## src/rtl/uart_char_tx_pkg.sv

```systemverilog
package uart_char_tx_pkg;

  typedef enum logic [2:0] {
    ST_IDLE  = 3'd0,
    ST_START = 3'd1,
    ST_DATA  = 3'd2,
    ST_PAR   = 3'd3,
    ST_STOP  = 3'd4
  } tx_state_e;

  typedef struct packed {
    logic [1:0] len_code;
    logic       par_en;
    logic       par_odd;
    logic [1:0] stop_code;
  } tx_fmt_t;

  // number of data bits carried for a given length code
  function automatic int unsigned frame_data_bits(input int unsigned data_w,
                                                  input logic [1:0] len_code);
    return data_w - 32'd3 + {30'd0, len_code};
  endfunction

  // length of the stop period in baud ticks
  function automatic int unsigned stop_period(input int unsigned tpb,
                                              input logic [1:0] stop_code);
    case (stop_code)
      2'b00:   return tpb;
      2'b01:   return tpb + tpb / 2;
      default: return 2 * tpb;
    endcase
  endfunction

  // mask with the lowest nbits set
  function automatic logic [31:0] data_mask(input int unsigned nbits);
    logic [31:0] m;
    m = '0;
    for (int i = 0; i < 32; i++)
      if (i < nbits) m[i] = 1'b1;
    return m;
  endfunction

  // parity bit that completes the selected bits to even (odd=0) or odd (odd=1)
  function automatic logic parity_bit(input logic [31:0] data,
                                      input int unsigned nbits,
                                      input logic odd);
    logic acc;
    acc = odd;
    for (int i = 0; i < 32; i++)
      if (i < nbits) acc = acc ^ data[i];
    return acc;
  endfunction

endpackage

```

## src/rtl/uart_char_tx_timer.sv

```systemverilog
module uart_char_tx_timer #(
  parameter int unsigned CNT_W = 6
) (
  input  logic             clk,
  input  logic             rst_n,
  input  logic             run,
  input  logic             tick,
  input  logic [CNT_W-1:0] limit,
  output logic             period_end
);

  logic [CNT_W-1:0] cnt_q;

  assign period_end = run && tick && (cnt_q == limit - 1'b1);

  always_ff @(posedge clk or negedge rst_n) begin
    if (!rst_n)
      cnt_q <= '0;
    else if (!run)
      cnt_q <= '0;
    else if (tick)
      cnt_q <= period_end ? '0 : cnt_q + 1'b1;
  end

  // the tick counter never passes the length of the current period
  a_r3_count_below_limit: assert property (@(posedge clk) disable iff (!rst_n)
    run |-> (cnt_q < limit));

endmodule

```

## src/rtl/uart_char_tx_frame.sv

```systemverilog
module uart_char_tx_frame
  import uart_char_tx_pkg::*;
#(
  parameter int unsigned DATA_W = 8
) (
  input  logic              clk,
  input  logic              rst_n,
  input  logic              load,
  input  logic              shift,
  input  logic [DATA_W-1:0] in_data,
  input  tx_fmt_t           fmt_in,
  output tx_fmt_t           fmt_q,
  output logic              data_bit,
  output logic              par_bit
);

  logic [DATA_W-1:0] orig_q;
  logic [DATA_W-1:0] sh_q;
  logic              par_q;
  logic [31:0]       in_ext;

  assign in_ext   = 32'(in_data);
  assign data_bit = sh_q[0];
  assign par_bit  = par_q;

  always_ff @(posedge clk or negedge rst_n) begin
    if (!rst_n) begin
      orig_q <= '0;
      sh_q   <= '0;
      par_q  <= 1'b0;
      fmt_q  <= '0;
    end else if (load) begin
      orig_q <= in_data;
      sh_q   <= in_data;
      fmt_q  <= fmt_in;
      par_q  <= parity_bit(in_ext, frame_data_bits(DATA_W, fmt_in.len_code),
                           fmt_in.par_odd);
    end else if (shift) begin
      sh_q   <= sh_q >> 1;
    end
  end

  // the captured format only changes when a new word is taken
  a_r8_format_held: assert property (@(posedge clk) disable iff (!rst_n)
    !load |=> $stable(fmt_q));

  // stored parity completes the selected bits of the captured word
  a_r5_parity_rule: assert property (@(posedge clk) disable iff (!rst_n)
    ((^(32'(orig_q) & data_mask(frame_data_bits(DATA_W, fmt_q.len_code)))) ^ par_q)
      == fmt_q.par_odd);

endmodule

```

## src/rtl/uart_char_tx_seq.sv

```systemverilog
module uart_char_tx_seq
  import uart_char_tx_pkg::*;
#(
  parameter int unsigned DATA_W = 8,
  parameter int unsigned TPB    = 16,
  parameter int unsigned CNT_W  = 6
) (
  input  logic             clk,
  input  logic             rst_n,
  input  logic             accept,
  input  logic             period_end,
  input  logic [1:0]       len_code,
  input  logic             par_en,
  input  logic [1:0]       stop_code,
  output tx_state_e        state_q,
  output logic [CNT_W-1:0] limit,
  output logic             shift_en
);

  localparam int unsigned IDX_W = $clog2(DATA_W);

  tx_state_e        state_d;
  logic [IDX_W-1:0] idx_q;
  logic             last_bit;
  int unsigned      nbits;

  assign nbits    = frame_data_bits(DATA_W, len_code);
  assign last_bit = ({{(32-IDX_W){1'b0}}, idx_q} == nbits - 32'd1);
  assign shift_en = (state_q == ST_DATA) && period_end;
  assign limit    = (state_q == ST_STOP) ? CNT_W'(stop_period(TPB, stop_code))
                                         : CNT_W'(TPB);

  always_comb begin
    state_d = state_q;
    case (state_q)
      ST_IDLE:  if (accept)     state_d = ST_START;
      ST_START: if (period_end) state_d = ST_DATA;
      ST_DATA:  if (period_end && last_bit) state_d = par_en ? ST_PAR : ST_STOP;
      ST_PAR:   if (period_end) state_d = ST_STOP;
      ST_STOP:  if (period_end) state_d = ST_IDLE;
      default:                  state_d = ST_IDLE;
    endcase
  end

  always_ff @(posedge clk or negedge rst_n) begin
    if (!rst_n) begin
      state_q <= ST_IDLE;
      idx_q   <= '0;
    end else begin
      state_q <= state_d;
      if (accept)
        idx_q <= '0;
      else if (shift_en)
        idx_q <= idx_q + 1'b1;
    end
  end

  // the bit index stays inside the selected data length
  a_r4_index_in_length: assert property (@(posedge clk) disable iff (!rst_n)
    (state_q == ST_DATA) |-> ({{(32-IDX_W){1'b0}}, idx_q} < nbits));

  // the end of the stop period returns to idle on the next cycle
  a_r9_stop_to_idle: assert property (@(posedge clk) disable iff (!rst_n)
    (state_q == ST_STOP && period_end) |=> (state_q == ST_IDLE));

endmodule

```

## src/rtl/uart_char_tx.sv

```systemverilog
module uart_char_tx
  import uart_char_tx_pkg::*;
#(
  parameter int unsigned DATA_W        = 8,
  parameter int unsigned TICKS_PER_BIT = 16
) (
  input  logic              clk,
  input  logic              rst_n,
  input  logic              baud_tick,
  input  logic              in_valid,
  output logic              in_ready,
  input  logic [DATA_W-1:0] in_data,
  input  logic [1:0]        cfg_len,
  input  logic              cfg_par_en,
  input  logic              cfg_par_odd,
  input  logic [1:0]        cfg_stop,
  output logic              busy,
  output logic              txd
);

  localparam int unsigned CNT_W = $clog2(2 * TICKS_PER_BIT + 1);

  tx_state_e        state;
  tx_fmt_t          fmt_in;
  tx_fmt_t          fmt_q;
  logic             accept;
  logic             period_end;
  logic             shift_en;
  logic [CNT_W-1:0] limit;
  logic             data_bit;
  logic             par_bit;

  assign fmt_in   = '{len_code: cfg_len, par_en: cfg_par_en,
                      par_odd: cfg_par_odd, stop_code: cfg_stop};
  assign in_ready = (state == ST_IDLE);
  assign busy     = !in_ready;
  assign accept   = in_valid && in_ready;

  uart_char_tx_timer #(.CNT_W(CNT_W)) u_timer (
    .clk        (clk),
    .rst_n      (rst_n),
    .run        (busy),
    .tick       (baud_tick),
    .limit      (limit),
    .period_end (period_end)
  );

  uart_char_tx_frame #(.DATA_W(DATA_W)) u_frame (
    .clk      (clk),
    .rst_n    (rst_n),
    .load     (accept),
    .shift    (shift_en),
    .in_data  (in_data),
    .fmt_in   (fmt_in),
    .fmt_q    (fmt_q),
    .data_bit (data_bit),
    .par_bit  (par_bit)
  );

  uart_char_tx_seq #(.DATA_W(DATA_W), .TPB(TICKS_PER_BIT), .CNT_W(CNT_W)) u_seq (
    .clk        (clk),
    .rst_n      (rst_n),
    .accept     (accept),
    .period_end (period_end),
    .len_code   (fmt_q.len_code),
    .par_en     (fmt_q.par_en),
    .stop_code  (fmt_q.stop_code),
    .state_q    (state),
    .limit      (limit),
    .shift_en   (shift_en)
  );

  always_comb begin
    case (state)
      ST_START: txd = 1'b0;
      ST_DATA:  txd = data_bit;
      ST_PAR:   txd = par_bit;
      default:  txd = 1'b1;
    endcase
  end

  // a completed handshake makes the block busy on the next cycle
  a_r2_accept_busy: assert property (@(posedge clk) disable iff (!rst_n)
    (in_valid && in_ready) |=> busy);

  // a character always opens with the line low
  a_r3_start_low: assert property (@(posedge clk) disable iff (!rst_n)
    $rose(busy) |-> !txd);

  // cycles without a baud tick leave the line alone
  a_r10_quiet_hold: assert property (@(posedge clk) disable iff (!rst_n)
    (busy && !baud_tick) |=> ($stable(txd) && busy));

endmodule

```

## config.mk

```make
export PLATFORM = sky130hd
export DESIGN_NAME = uart_char_tx
export DESIGN_NICKNAME = d
export VERILOG_FILES = /design/src/rtl/uart_char_tx_pkg.sv /design/src/rtl/uart_char_tx_timer.sv /design/src/rtl/uart_char_tx_frame.sv /design/src/rtl/uart_char_tx_seq.sv /design/src/rtl/uart_char_tx.sv
export SDC_FILE = /design/constraint.sdc
export NUM_CORES = 1
export LEC_CHECK = 0
export BUFFER_PORTS_ARGS = -buffer_cell sky130_fd_sc_hd__buf_2
export CAP_MARGIN = 25
export CORE_MARGIN = 2
export CORE_UTILIZATION = 40
export CTS_CLUSTER_DIAMETER = 80
export DETAILED_ROUTE_END_ITERATION = 10
export SETUP_SLACK_MARGIN = 0.02
export SKIP_LAST_GASP = 1
export SLEW_MARGIN = 20
export SYNTH_ARGS = -nofsm -noshare
export SYNTH_HDL_FRONTEND = slang
export SYNTH_SLANG_ARGS = --single-unit
```

## constraint.sdc

```tcl
create_clock -name clk -period 3.2 [get_ports clk]
set_input_delay 0.64 -clock clk [delete_from_list [all_inputs] [get_ports clk]]
set_output_delay 0.64 -clock clk [all_outputs]
set_load 0.01 [all_outputs]
```

Word level (Yosys, flattened, before mapping)

Cells that the tools add are included.

Logic and storage cells: 85
Bits in registers: 26
Output and inout port bits: 3
Input bits: 18

Reduce and logical (&&, ||, !) cells: 11
Add/subtract/negate cells: 6
Muxes and demuxes: 32
$lt $le $gt $ge: 8
Bitwise operators: 8
Equal/unequal tests: 12

Operator list:

| operator                                                   | number |
|---|---|
| less-than comparator 3 x 32 -> 1 bit, first input constant | 4 |
| less-than comparator 1 x 32 -> 1 bit, first input constant | 2 |
| less-than comparator 2 x 32 -> 1 bit, first input constant | 2 |
| == test 3 x 32 -> 1 bit                                    | 1 |
| subtractor 32 x 1 -> 32 bit, second input constant         | 1 |
| 2-to-1 mux 3 bit                                           | 8 |
| 2-to-1 mux 6 bit                                           | 4 |
| 2-to-1 mux 8 bit                                           | 2 |
| 2-to-1 mux 1 bit                                           | 15 |
| case mux 3 bit (5 select lines)                            | 1 |
| case mux 6 bit (2 select lines)                            | 1 |
| adder 3 x 2 -> 4 bit, first input constant                 | 2 |
| != test 2 x 1 -> 1 bit, second input constant              | 4 |
| bitwise XOR 1 bit                                          | 8 |
| adder 6 x 1 -> 6 bit, second input constant                | 1 |
| == test 3 x 2 -> 1 bit, second input constant              | 2 |
| == test 6 bit                                              | 1 |
| subtractor 6 x 1 -> 6 bit, second input constant           | 1 |
| logical AND 1 bit                                          | 5 |
| AND reduction 5 bit                                        | 1 |
| nonzero test 2 bit                                         | 2 |
| adder 3 x 1 -> 3 bit, second input constant                | 1 |
| == test 3 x 1 -> 1 bit, second input constant              | 1 |
| == test 3 bit, second input constant                       | 1 |
| 6 further kinds                                            | 6 |

Logic depth before layout (Yosys ltp)

Gate-level depths: netlist of run 1.

Depth after elaboration: 24
Mapped depth: 10
Mapped depth without buffers: 8

Hierarchy

From an unflattened synthesis of run 1, not the netlist that was laid out.

Cell total of the unflattened synthesis: 165
Area, all modules: 1644.1 µm²

Modules (own cells, without submodules):

| module             | times used | area an instance (µm²) | cells each | seq. area each (µm²) |
|---|---|---|---|---|
| uart_char_tx_frame | 1          | 714.4                  | 59         | 375.4 |
| uart_char_tx_timer | 1          | 499.2                  | 60         | 150.1 |
| uart_char_tx_seq   | 1          | 386.6                  | 39         | 150.1 |
| uart_char_tx       | 1          | 43.8                   | 7          | 0.0 |

Worst setup path after synthesis of run 1

Ideal clock, no wire load.

Path kind: reg-to-reg
Start: register u_seq.state_q[0]
End: register u_seq.idx_q[2]
Data arrival time: 2.463 ns
Data required time: 3.122 ns
Setup time: 0.078 ns
Setup slack: 0.659 ns
Stages on the path, launching flop included: 10
Buffers on the path: 1
Clock period less this slack: 2.541 ns
Path through: dfrtp_1 buf_2 or3b_4 nor2_1 ha_1 xor2_1 nor3_1 o2111ai_4 or3_1 a21oi_1

Longest elaborated chain between the ends: 7
Elaborated cells on any way between the ends: 13
Classes of those cells: add/sub: 1; eq/ne: 3; mux: 2; reduce/logical: 7

Ends and longest elaborated chain:

| element                      | line                     | source |
|---|---|---|
| start, declared              | uart_char_tx_seq.sv:15   | `output tx_state_e state_q,` |
| start signal, assigned       | uart_char_tx_seq.sv:50   | `state_q <= state_d;` |
| == test 3 bit                | uart_char_tx_seq.sv:30   | `assign limit = (state_q == ST_STOP) ? CNT_W'(stop_period(TPB, stop_code))` |
| 2-to-1 mux 6 bit             | uart_char_tx_seq.sv:30   |  |
| subtractor 6 x 1 -> 6 bit    | uart_char_tx_timer.sv:14 | `assign period_end = run && tick && (cnt_q == limit - 1'b1);` |
| == test 6 bit                | uart_char_tx_timer.sv:14 |  |
| logical AND 1 bit            | uart_char_tx_timer.sv:14 |  |
| logical AND 1 bit            | uart_char_tx_seq.sv:29   | `assign shift_en = (state_q == ST_DATA) && period_end;` |
| nonzero test 2 bit (no line) | n/a                      |  |
| end signal, assigned         | uart_char_tx_seq.sv:54   | `idx_q <= idx_q + 1'b1;` |
| end, declared                | uart_char_tx_seq.sv:23   | `logic [IDX_W-1:0] idx_q;` |

Parallel ways exist; a longest one is shown, timed or not.
A chain may end at the register's enable or synchronous reset.

Final worst setup path of run 1

Start: register u_seq.state_q[1]
End: register u_seq.idx_q[2]

The elaborated chain is that of the path after synthesis.

==> results of run 1 <==
## final cells by class
type | instances | share of cell area [%]
Clock buffer | 3 | 2.48
Timing Repair Buffer | 20 | 6.01
Sequential cell | 26 | 39.0
Tap cell | 48 | 3.60
Multi-Input combinational cell | 123 | 47.3
Inverter | 7 | 1.58
## through the flow
step | worst slack [ps] | hold slack, ps | cells | total power [mW] | instance area (µm²)
2_1_floorplan | 659 | 344 | 162 | 0.824 | 1500
3_3_place_gp | 408 | 467 | 224 | 0.914 | 1630
3_5_place_dp | 290 | 477 | 224 | 0.929 | 1630
4_1_cts | 279 | 389 | 227 | 1.11 | 1670
5_1_grt | 102 | 416 | 227 | 1.19 | 1670
6_report | 304 | 372 | 227 | 1.10 | 1670
## cells by family after synthesis
family / share of synthesized area, %
muxes: 7.36
DFF: 43.5
AOI/OAI and AO/OA: 14.2
xor gates and xnor gates: 7.02
buffers and inverters: 3.85
and+or+nand+nor: 20.7
adders and majority gates: 3.34
## cell usage after synthesis, types with 2 or more instances
cell	instances
o311ai_1	2
inv_2	2
mux2i_1	11
a31oi_1	2
dfrtp_1	26
a21oi_1	9
o21ai_1	4
nor2_1	21
o22ai_1	2
nor2b_1	2
nand4_1	2
clkbuf_1	4
or3_1	2
ha_1	4
nand3_1	3
nand2_1	27
nand2b_1	2
inv_1	5
xor2_1	5
o21ai_0	2
xnor2_1	7
## layer usage
layer / up-vias / wire length [µm]
met5: - / 0
met4: 0 / 27
met3: 5 / 110
met2: 30 / 1340
met1: 560 / 1400
li1: 588 / -
## state kept, by name (all words and copies together) (netlist names)
signal and flops:
u_frame.sh_q 8, u_frame.par_bit 1, u_seq.idx_q 3, u_frame.fmt_q 5
u_seq.state_q 3, u_timer.cnt_q 6
## worst min-delay path by stage
stage | endpoint | cells past startpoint
2_1_floorplan | u_frame.fmt_q[0] | 0
3_3_place_gp | u_frame.fmt_q[5] | 2
3_5_place_dp | u_frame.fmt_q[0] | 2
4_1_cts | u_seq.idx_q[1] | 1
5_1_grt | u_timer.cnt_q[1] | 1
6_report | u_timer.cnt_q[1] | 1
## worst max-delay path, stage by stage, from the launching register on
cell and delay [ps]:
dfrtp_1 460, or3b_4 470, nor2_1 120, ha_1 240
xor2_1 140, nor3_1 470, o2111ai_4 370, or3_1 400
a21oi_1 140
## power groups by stage
stage | clock (mW) | combinational, mW | sequential (mW)
floorplan | 0 | 0.303 | 0.521
global placement | 0 | 0.369 | 0.546
detailed placement | 0 | 0.377 | 0.552
CTS | 0.184 | 0.380 | 0.544
global route | 0.203 | 0.425 | 0.562
finish | 0.181 | 0.374 | 0.545
==> out/qor.csv, run 1 <==
metric,value,unit
multi_input_area,788,µm²
skew,3.31,ps
grtUsageMet3,2.57,%
cts_buffer_depth,2,
grt_use_met2,22.8,%
first_global_vias,1045,
startpoint_type,register,
synth_cell_types,39,
p_sw_share,36.7,%
clkPwrFrac,16.4,%
relSlewSlack,50.8,%
track_usage,14.7,%
clock.fmax,345,MHz
grt_pass1_wl,4.85,mm
cp-end-kind,register,
rsz0062_at_grt,no,
endpoint,u_seq.idx_q[2],
wire_per_inst,12.7,µm
cts_tree,built,
p_sw,0.404,mW
ys_seq_elements,26,
cts_inserted_buffers,3,
max_cap_viol_count,0,
firstDrtPassIters,4,
startpoint,u_seq.state_q[1],
r2r_cells,8,
grtUsageMet1,21.3,%
synth_top_area_share,43.5,%
synth_edf_count,0,
gp_congestion,0.786,
drc_errors,0,
reg2reg_slack,300,ps
required,3390,ps
drive_above_1_share,16.8,%
comb_power_share,34.0,%
cts_resized,0,
die_w,65.2,µm
start_util,41.2,%
crit_type,register to register,
crit_fanout,12,
cts.htree.levels,1,
core-area,0.00363,mm²
via_count,1183,
status,"complete, no violations",
seq_area,651,µm²
post_cts_buffers,0,
grt_max_degree,27,
drt_wl_total,2.88,mm
syn_to_final_growth,11.4,%
insertion_delay,260,ps
root_buffer,clkbuf_8,
clock_sinks,26,
finalSetupTns,0,ps
peakVddDrop,0.289,mV
synth_top_flop_cell,dfrtp_1,
async_reset_ff_share,100,%
r2r-end,u_seq.idx_q[2],
powerDensity,660,mW/mm²
yosysSeqAreaShare,43.5,%
antenna_found_initial,0,
die_area,0.00425,mm²
p_leak,0.836,nW
path_clk_slew,90,ps
drt-vias-per-instance,5.21,
tightestPinTransition,735,ps
internal-power,0.697,mW
yosysWarnings,0,
overflow,0,
detail-route-antenna-nets,0,
n_antenna_cell,0,
ios,21,
seqPwrFrac,49.5,%
min_path_type,input pin to async pin,
synthCells,162,
first_iter_violations,60,
fin_crit,2900,ps
worstReg2RegStart,u_seq.state_q[1],
yosys.area.top_type,dfrtp_1,
timing.final.hold_violations,0,
min_period_over_period,90.5,%
fillCellCount,377,
synth_area,0.00150,mm²
syn_area_per_cell,9.24,µm²
fin_util,45.9,%
mostFrequentLayoutCell,nand2_1,
finalMaxSlewViolations,0,
arrival,3090,ps
rows,22,
die_h,65.2,µm
syn_nets,184,
grt.busiest_layer,met2,
setup_violations,0,
final_cell_mix,"nand2_1 (27), dfrtp_1 (26), nor2_1 (21)",
port_buffers,20,
ys_top_cells_by_area,"dfrtp_1 (43%), mux2i_1 (7.4%), nand2_1 (6.8%)",
nets,203,
hpwl,2.21,mm
cts.hold.buffers_added,0,
No activity file was read; power rests on OpenSTA's default activity.
==> run 2: changes to the inputs <==
--- a/config.mk
+++ b/config.mk
@@ -8,7 +8,7 @@
 export BUFFER_PORTS_ARGS = -buffer_cell sky130_fd_sc_hd__buf_2
 export CAP_MARGIN = 25
 export CORE_MARGIN = 2
-export CORE_UTILIZATION = 40
+export CORE_UTILIZATION = 27
 export CTS_CLUSTER_DIAMETER = 80
 export DETAILED_ROUTE_END_ITERATION = 10
 export SETUP_SLACK_MARGIN = 0.02
==> out/qor.csv, run 2 (synthesized netlist as in run 1, its figures left out) <==
metric,value,unit,change
insertion_delay,270,ps,about the same
clock.fmax,349,MHz,+1.1%
cts.hold.buffers_added,0,,unchanged
skew,7.98,ps,+4.67 ps
worstReg2RegStart,u_seq.state_q[0],,
wire_per_inst,11.6,µm,-8.8%
rows,27,,+23%
clock_sinks,26,,unchanged
crit_cells,8,,unchanged
relSlewSlack,51.2,%,+0.37 points
max_stage_delay,470,ps,about the same
crit_chain,or3b_4 > nor2_1 > ha_1 > xor2_1 > nor3_1 > o2111ai_4 > or3_1 > a21oi_1,,
p_leak,0.851,nW,+1.7%
arrival,3070,ps,-20 ps
ios,21,,unchanged
mostFrequentLayoutCell,nand2_1,,
r2r_cells,8,,unchanged
cp.buffers_inverters,0,,unchanged
finalMaxSlewViolations,0,,unchanged
endpoint,u_seq.idx_q[2],,
n_antenna_cell,0,,unchanged
drive_above_1_share,17.2,%,+0.46 points
firstDrtPassIters,4,,unchanged
cts_buffer_depth,2,,unchanged
powerDensity,692,mW/mm²,+4.8%
nets,203,,unchanged
die_area,0.00615,mm²,+45%
reg.largest.list,"u_frame.sh_q: 8 flops, u_timer.cnt_q: 6 flops, u_frame.fmt_q: 5 flops",,
peakVddDrop,0.222,mV,-23%
grt_pass1_wl,5.04,mm,+4.0%
setup_violations,0,,unchanged
post_cts_buffers,0,,unchanged
via_count,1118,,-5.5%
min_path_type,input pin to async pin,,
final_cells,252,,+11%
first_iter_violations,83,,+38%
first_global_vias,1036,,-0.86%
overflow,0,,unchanged
reg2reg_slack,330,ps,+30 ps
place_area,0.00166,mm²,+1.8%
worst_slack,334,ps,+30.2 ps
crit_fanout,12,,unchanged
rsz0062_at_grt,no,,
antenna_found_initial,0,,unchanged
crit_type,register to register,,
fillCellCount,554,,+47%
required,3410,ps,+20 ps
drc_errors,0,,unchanged
hpwl,2.19,mm,-1.1%
tightestPinTransition,731,ps,-4.53 ps
path_clk_slew,100,ps,about the same
gp_congestion,0.773,,-1.7%
top_register,u_frame.sh_q,,
dpl_worst_slack,339,ps,+49.4 ps
cts_inserted_buffers,3,,unchanged
drt-vias-per-instance,4.44,,-15%
grt_max_degree,27,,unchanged
min_period_over_period,89.6,%,-0.94 points
cp-end-kind,register,,
track_usage,10.4,%,-4.3 points
design_area,0.00173,mm²,+3.6%
root_buffer,clkbuf_8,,
status,"complete, no violations",,
timing.final.hold_violations,0,,unchanged
finalSetupTns,0,ps,unchanged
port_buffers,20,,unchanged
crit_path_top_delay_cell,dfrtp_1,,
die_h,78.4,µm,+20%
syn_to_final_growth,15.4,%,
cts_resized,0,,unchanged
core-area,0.00544,mm²,+50%
max_cap_viol_count,0,,unchanged
cts.htree.levels,1,,unchanged
fin_crit,2870,ps,-30.2 ps
placedCellCount,248,,+11%
die_w,78.4,µm,+20%
hold_ws,370,ps,-2.17 ps
startpoint_type,register,,
start_util,27.5,%,-14 points
drt_wl_total,2.92,mm,+1.3%
largest_reg_flops,8,,unchanged
startpoint,u_seq.state_q[0],,
final_cell_mix,"nand2_1 (27), dfrtp_1 (26), nor2_1 (21)",,
crit_family,simple AND/OR/NAND/NOR gates,,
r2r-end,u_seq.idx_q[2],,
detail-route-antenna-nets,0,,unchanged
cts_tree,built,,
==> run 2: cell count changes in the layout (fill, tap and decap cells not counted), sizes merged <==
cell / delta
bufinv: +1
==> run 2: through the flow <==
stage	utilization, %	total power [mW]
2_1_floorplan	-	0.824
3_3_place_gp	30.4	0.921
3_5_place_dp	30.4	0.931
4_1_cts	31.7	1.21
5_1_grt	31.7	1.30
6_report	31.7	1.19
==> run 2: layout make-up <==
class | count | area, µm² | share of cell area [%]
Timing Repair Buffer | 20 | 100 | 5.80
Tap cell | 72 | 90.1 | 5.22
Clock buffer | 3 | 41.3 | 2.39
Inverter | 7 | 26.3 | 1.52
Sequential cell | 26 | 651 | 37.7
Multi-Input combinational cell | 123 | 788 | 45.7
Clock inverter | 1 | 30.0 | 1.74
==> run 2: power by group <==
group	internal (mW)	total (mW)	switching [mW]
combinational	0.167	0.376	0.209
clock	0.167	0.274	0.107
sequential	0.446	0.544	0.0981
==> run 2: worst register-to-register path: stages, from the launching register on <==
cell       delay, ps
dfrtp_1          470
or3b_4           450
nor2_1           120
ha_1             240
xor2_1           140
nor3_1           450
o2111ai_4        370
or3_1            410
a21oi_1          140
==> run 2: layer usage <==
| layer | global-route usage, % | share of wire (%) | vias to the layer above |
|---|---|---|---|
| li1 | - | - | 587 |
| met1 | 14.3 | 51 | 516 |
| met2 | 16.5 | 46 | 11 |
| met3 | 1.38 | 1.6 | 4 |
| met4 | 4.21 | 1.3 | 0 |
| met5 | 0 | 0 | - |
==> run 2: how the worst min path moves through the flow <==
stage,start,to,slack (ps),cells past startpoint
2_1_floorplan,rst_n,u_frame.fmt_q[0],340,0
3_3_place_gp,u_frame.fmt_q[0],u_frame.fmt_q[0],460,2
4_1_cts,rst_n,u_seq.idx_q[1],390,1
6_report,rst_n,u_seq.state_q[2],370,1
5_1_grt,rst_n,u_seq.idx_q[1],410,1
3_5_place_dp,u_frame.fmt_q[0],u_frame.fmt_q[0],460,2
==> run 3: changes to the inputs <==
--- a/config.mk
+++ b/config.mk
@@ -11,6 +11,7 @@
 export CORE_UTILIZATION = 27
 export CTS_CLUSTER_DIAMETER = 80
 export DETAILED_ROUTE_END_ITERATION = 10
+export RECOVER_POWER = 50
 export SETUP_SLACK_MARGIN = 0.02
 export SKIP_LAST_GASP = 1
 export SLEW_MARGIN = 20
==> out/qor.csv, run 3 (synthesized netlist as in run 1, its figures left out) <==
metric,value,unit,change
finalMaxSlewViolations,0,,unchanged
timing.final.hold_violations,0,,unchanged
dpl_worst_slack,339,ps,unchanged
die_h,78.4,µm,unchanged
crit_type,register to register,,
port_buffers,20,,unchanged
cts.htree.levels,1,,unchanged
hpwl,2.19,mm,unchanged
rsz0062_at_grt,no,,
max_stage_delay,470,ps,about the same
cp.buffers_inverters,0,,unchanged
n_antenna_cell,0,,unchanged
cts_buffer_depth,2,,unchanged
grt_max_degree,27,,unchanged
post_cts_buffers,0,,unchanged
firstDrtPassIters,4,,unchanged
rows,27,,unchanged
crit_fanout,12,,unchanged
cts_inserted_buffers,3,,unchanged
cp-end-kind,register,,
tightestPinTransition,1440,ps,+713 ps
crit_path_top_delay_cell,dfrtp_1,,
antenna_found_initial,0,,unchanged
die_area,0.00615,mm²,unchanged
min_period_over_period,89.6,%,about the same
peakVddDrop,0.222,mV,about the same
clock.fmax,349,MHz,about the same
clock_sinks,26,,unchanged
drc_errors,0,,unchanged
design_area,0.00173,mm²,about the same
worst_slack,334,ps,+0.0100 ps
wire_per_inst,11.5,µm,-0.41%
detail-route-antenna-nets,0,,unchanged
fin_crit,2870,ps,-0.0100 ps
arrival,3070,ps,about the same
powerDensity,691,mW/mm²,about the same
die_w,78.4,µm,unchanged
core-area,0.00544,mm²,unchanged
track_usage,10.4,%,unchanged
cts.hold.buffers_added,0,,unchanged
top_register,u_frame.sh_q,,
finalSetupTns,0,ps,unchanged
crit_family,simple AND/OR/NAND/NOR gates,,
min_path_type,register to register,,
status,"complete, no violations",,
cts_resized,0,,unchanged
required,3410,ps,about the same
drt_wl_total,2.90,mm,-0.41%
ios,21,,unchanged
path_clk_slew,100,ps,about the same
insertion_delay,270,ps,about the same
drt-vias-per-instance,4.44,,unchanged
drive_above_1_share,16.1,%,-1.1 points
syn_to_final_growth,15.3,%,about the same
grt_pass1_wl,5.04,mm,unchanged
nets,203,,unchanged
reg.largest.list,"u_frame.sh_q: 8 flops, u_timer.cnt_q: 6 flops, u_frame.fmt_q: 5 flops",,
gp_congestion,0.773,,unchanged
root_buffer,clkbuf_8,,
largest_reg_flops,8,,unchanged
place_area,0.00166,mm²,unchanged
setup_violations,0,,unchanged
start_util,27.5,%,unchanged
startpoint_type,register,,
via_count,1118,,unchanged
relSlewSlack,3.73,%,-47 points
skew,8.11,ps,+0.133 ps
overflow,0,,unchanged
p_total,1.19,mW,-0.14%
crit_chain,or3b_4 > nor2_1 > ha_1 > xor2_1 > nor3_1 > o2111ai_4 > or3_1 > a21oi_1,,
first_iter_violations,84,,+1.2%
first_global_vias,1036,,unchanged
p_leak,0.850,nW,about the same
cts_tree,built,,
max_cap_viol_count,0,,unchanged
final_cell_mix,"nand2_1 (27), dfrtp_1 (26), nor2_1 (21)",,
mostFrequentLayoutCell,nand2_1,,
## run 3: worst reg2reg max path: stages, from the launching register on
cell and delay [ps]:
dfrtp_1 470, or3b_4 450, nor2_1 120, ha_1 240, xor2_1 140, nor3_1 450, o2111ai_4 370, or3_1 410
a21oi_1 140
## run 3: power by group
group	internal (mW)	switching, mW	total, mW
registers	0.446	0.0980	0.544
clock network	0.167	0.107	0.274
logic	0.167	0.208	0.375
total	0.780	0.413	1.19
## run 3: path summary, 6_finish.rpt
path	slack, ps	startpoint	endpoint	cells after the start
setup / recovery	330	u_seq.state_q[0]	u_seq.idx_q[2]	8
hold / removal	480	u_frame.fmt_q[0]	u_frame.fmt_q[0]	2
setup reg to reg	330	u_seq.state_q[0]	u_seq.idx_q[2]	8
hold reg to reg	480	u_frame.fmt_q[0]	u_frame.fmt_q[0]	2
max in group asynchronous	1670	rst_n	u_timer.cnt_q[5]	1
min in group asynchronous	690	rst_n	u_frame.sh_q[7]	1
## run 3: cell type report
cell class	count	area, µm²
fillers	555	3710
inverters	7	26.3
repair buffers	20	98.8
well taps	72	90.1
multi-input cells	123	788
flip-flops and latches	26	651
clock inverters	1	30.0
clock buffers	3	41.3
## run 3: per-layer routing
layer  part of all wire, %  global-route usage, %
met3                   1.7                   1.38
met1                    51                   14.3
met4                   1.3                   4.21
met2                    46                   16.5
met5                     0                      0
## run 3: metrics by stage
stage                     utilization, %  hold slack [ps]  instances
after floorplan                        -              344        162
after global placement              30.4              464        248
after detailed placement            30.4              464        248
after CTS                           31.7              389        252
after global routing                31.7              527        252
final                               31.7              484        252
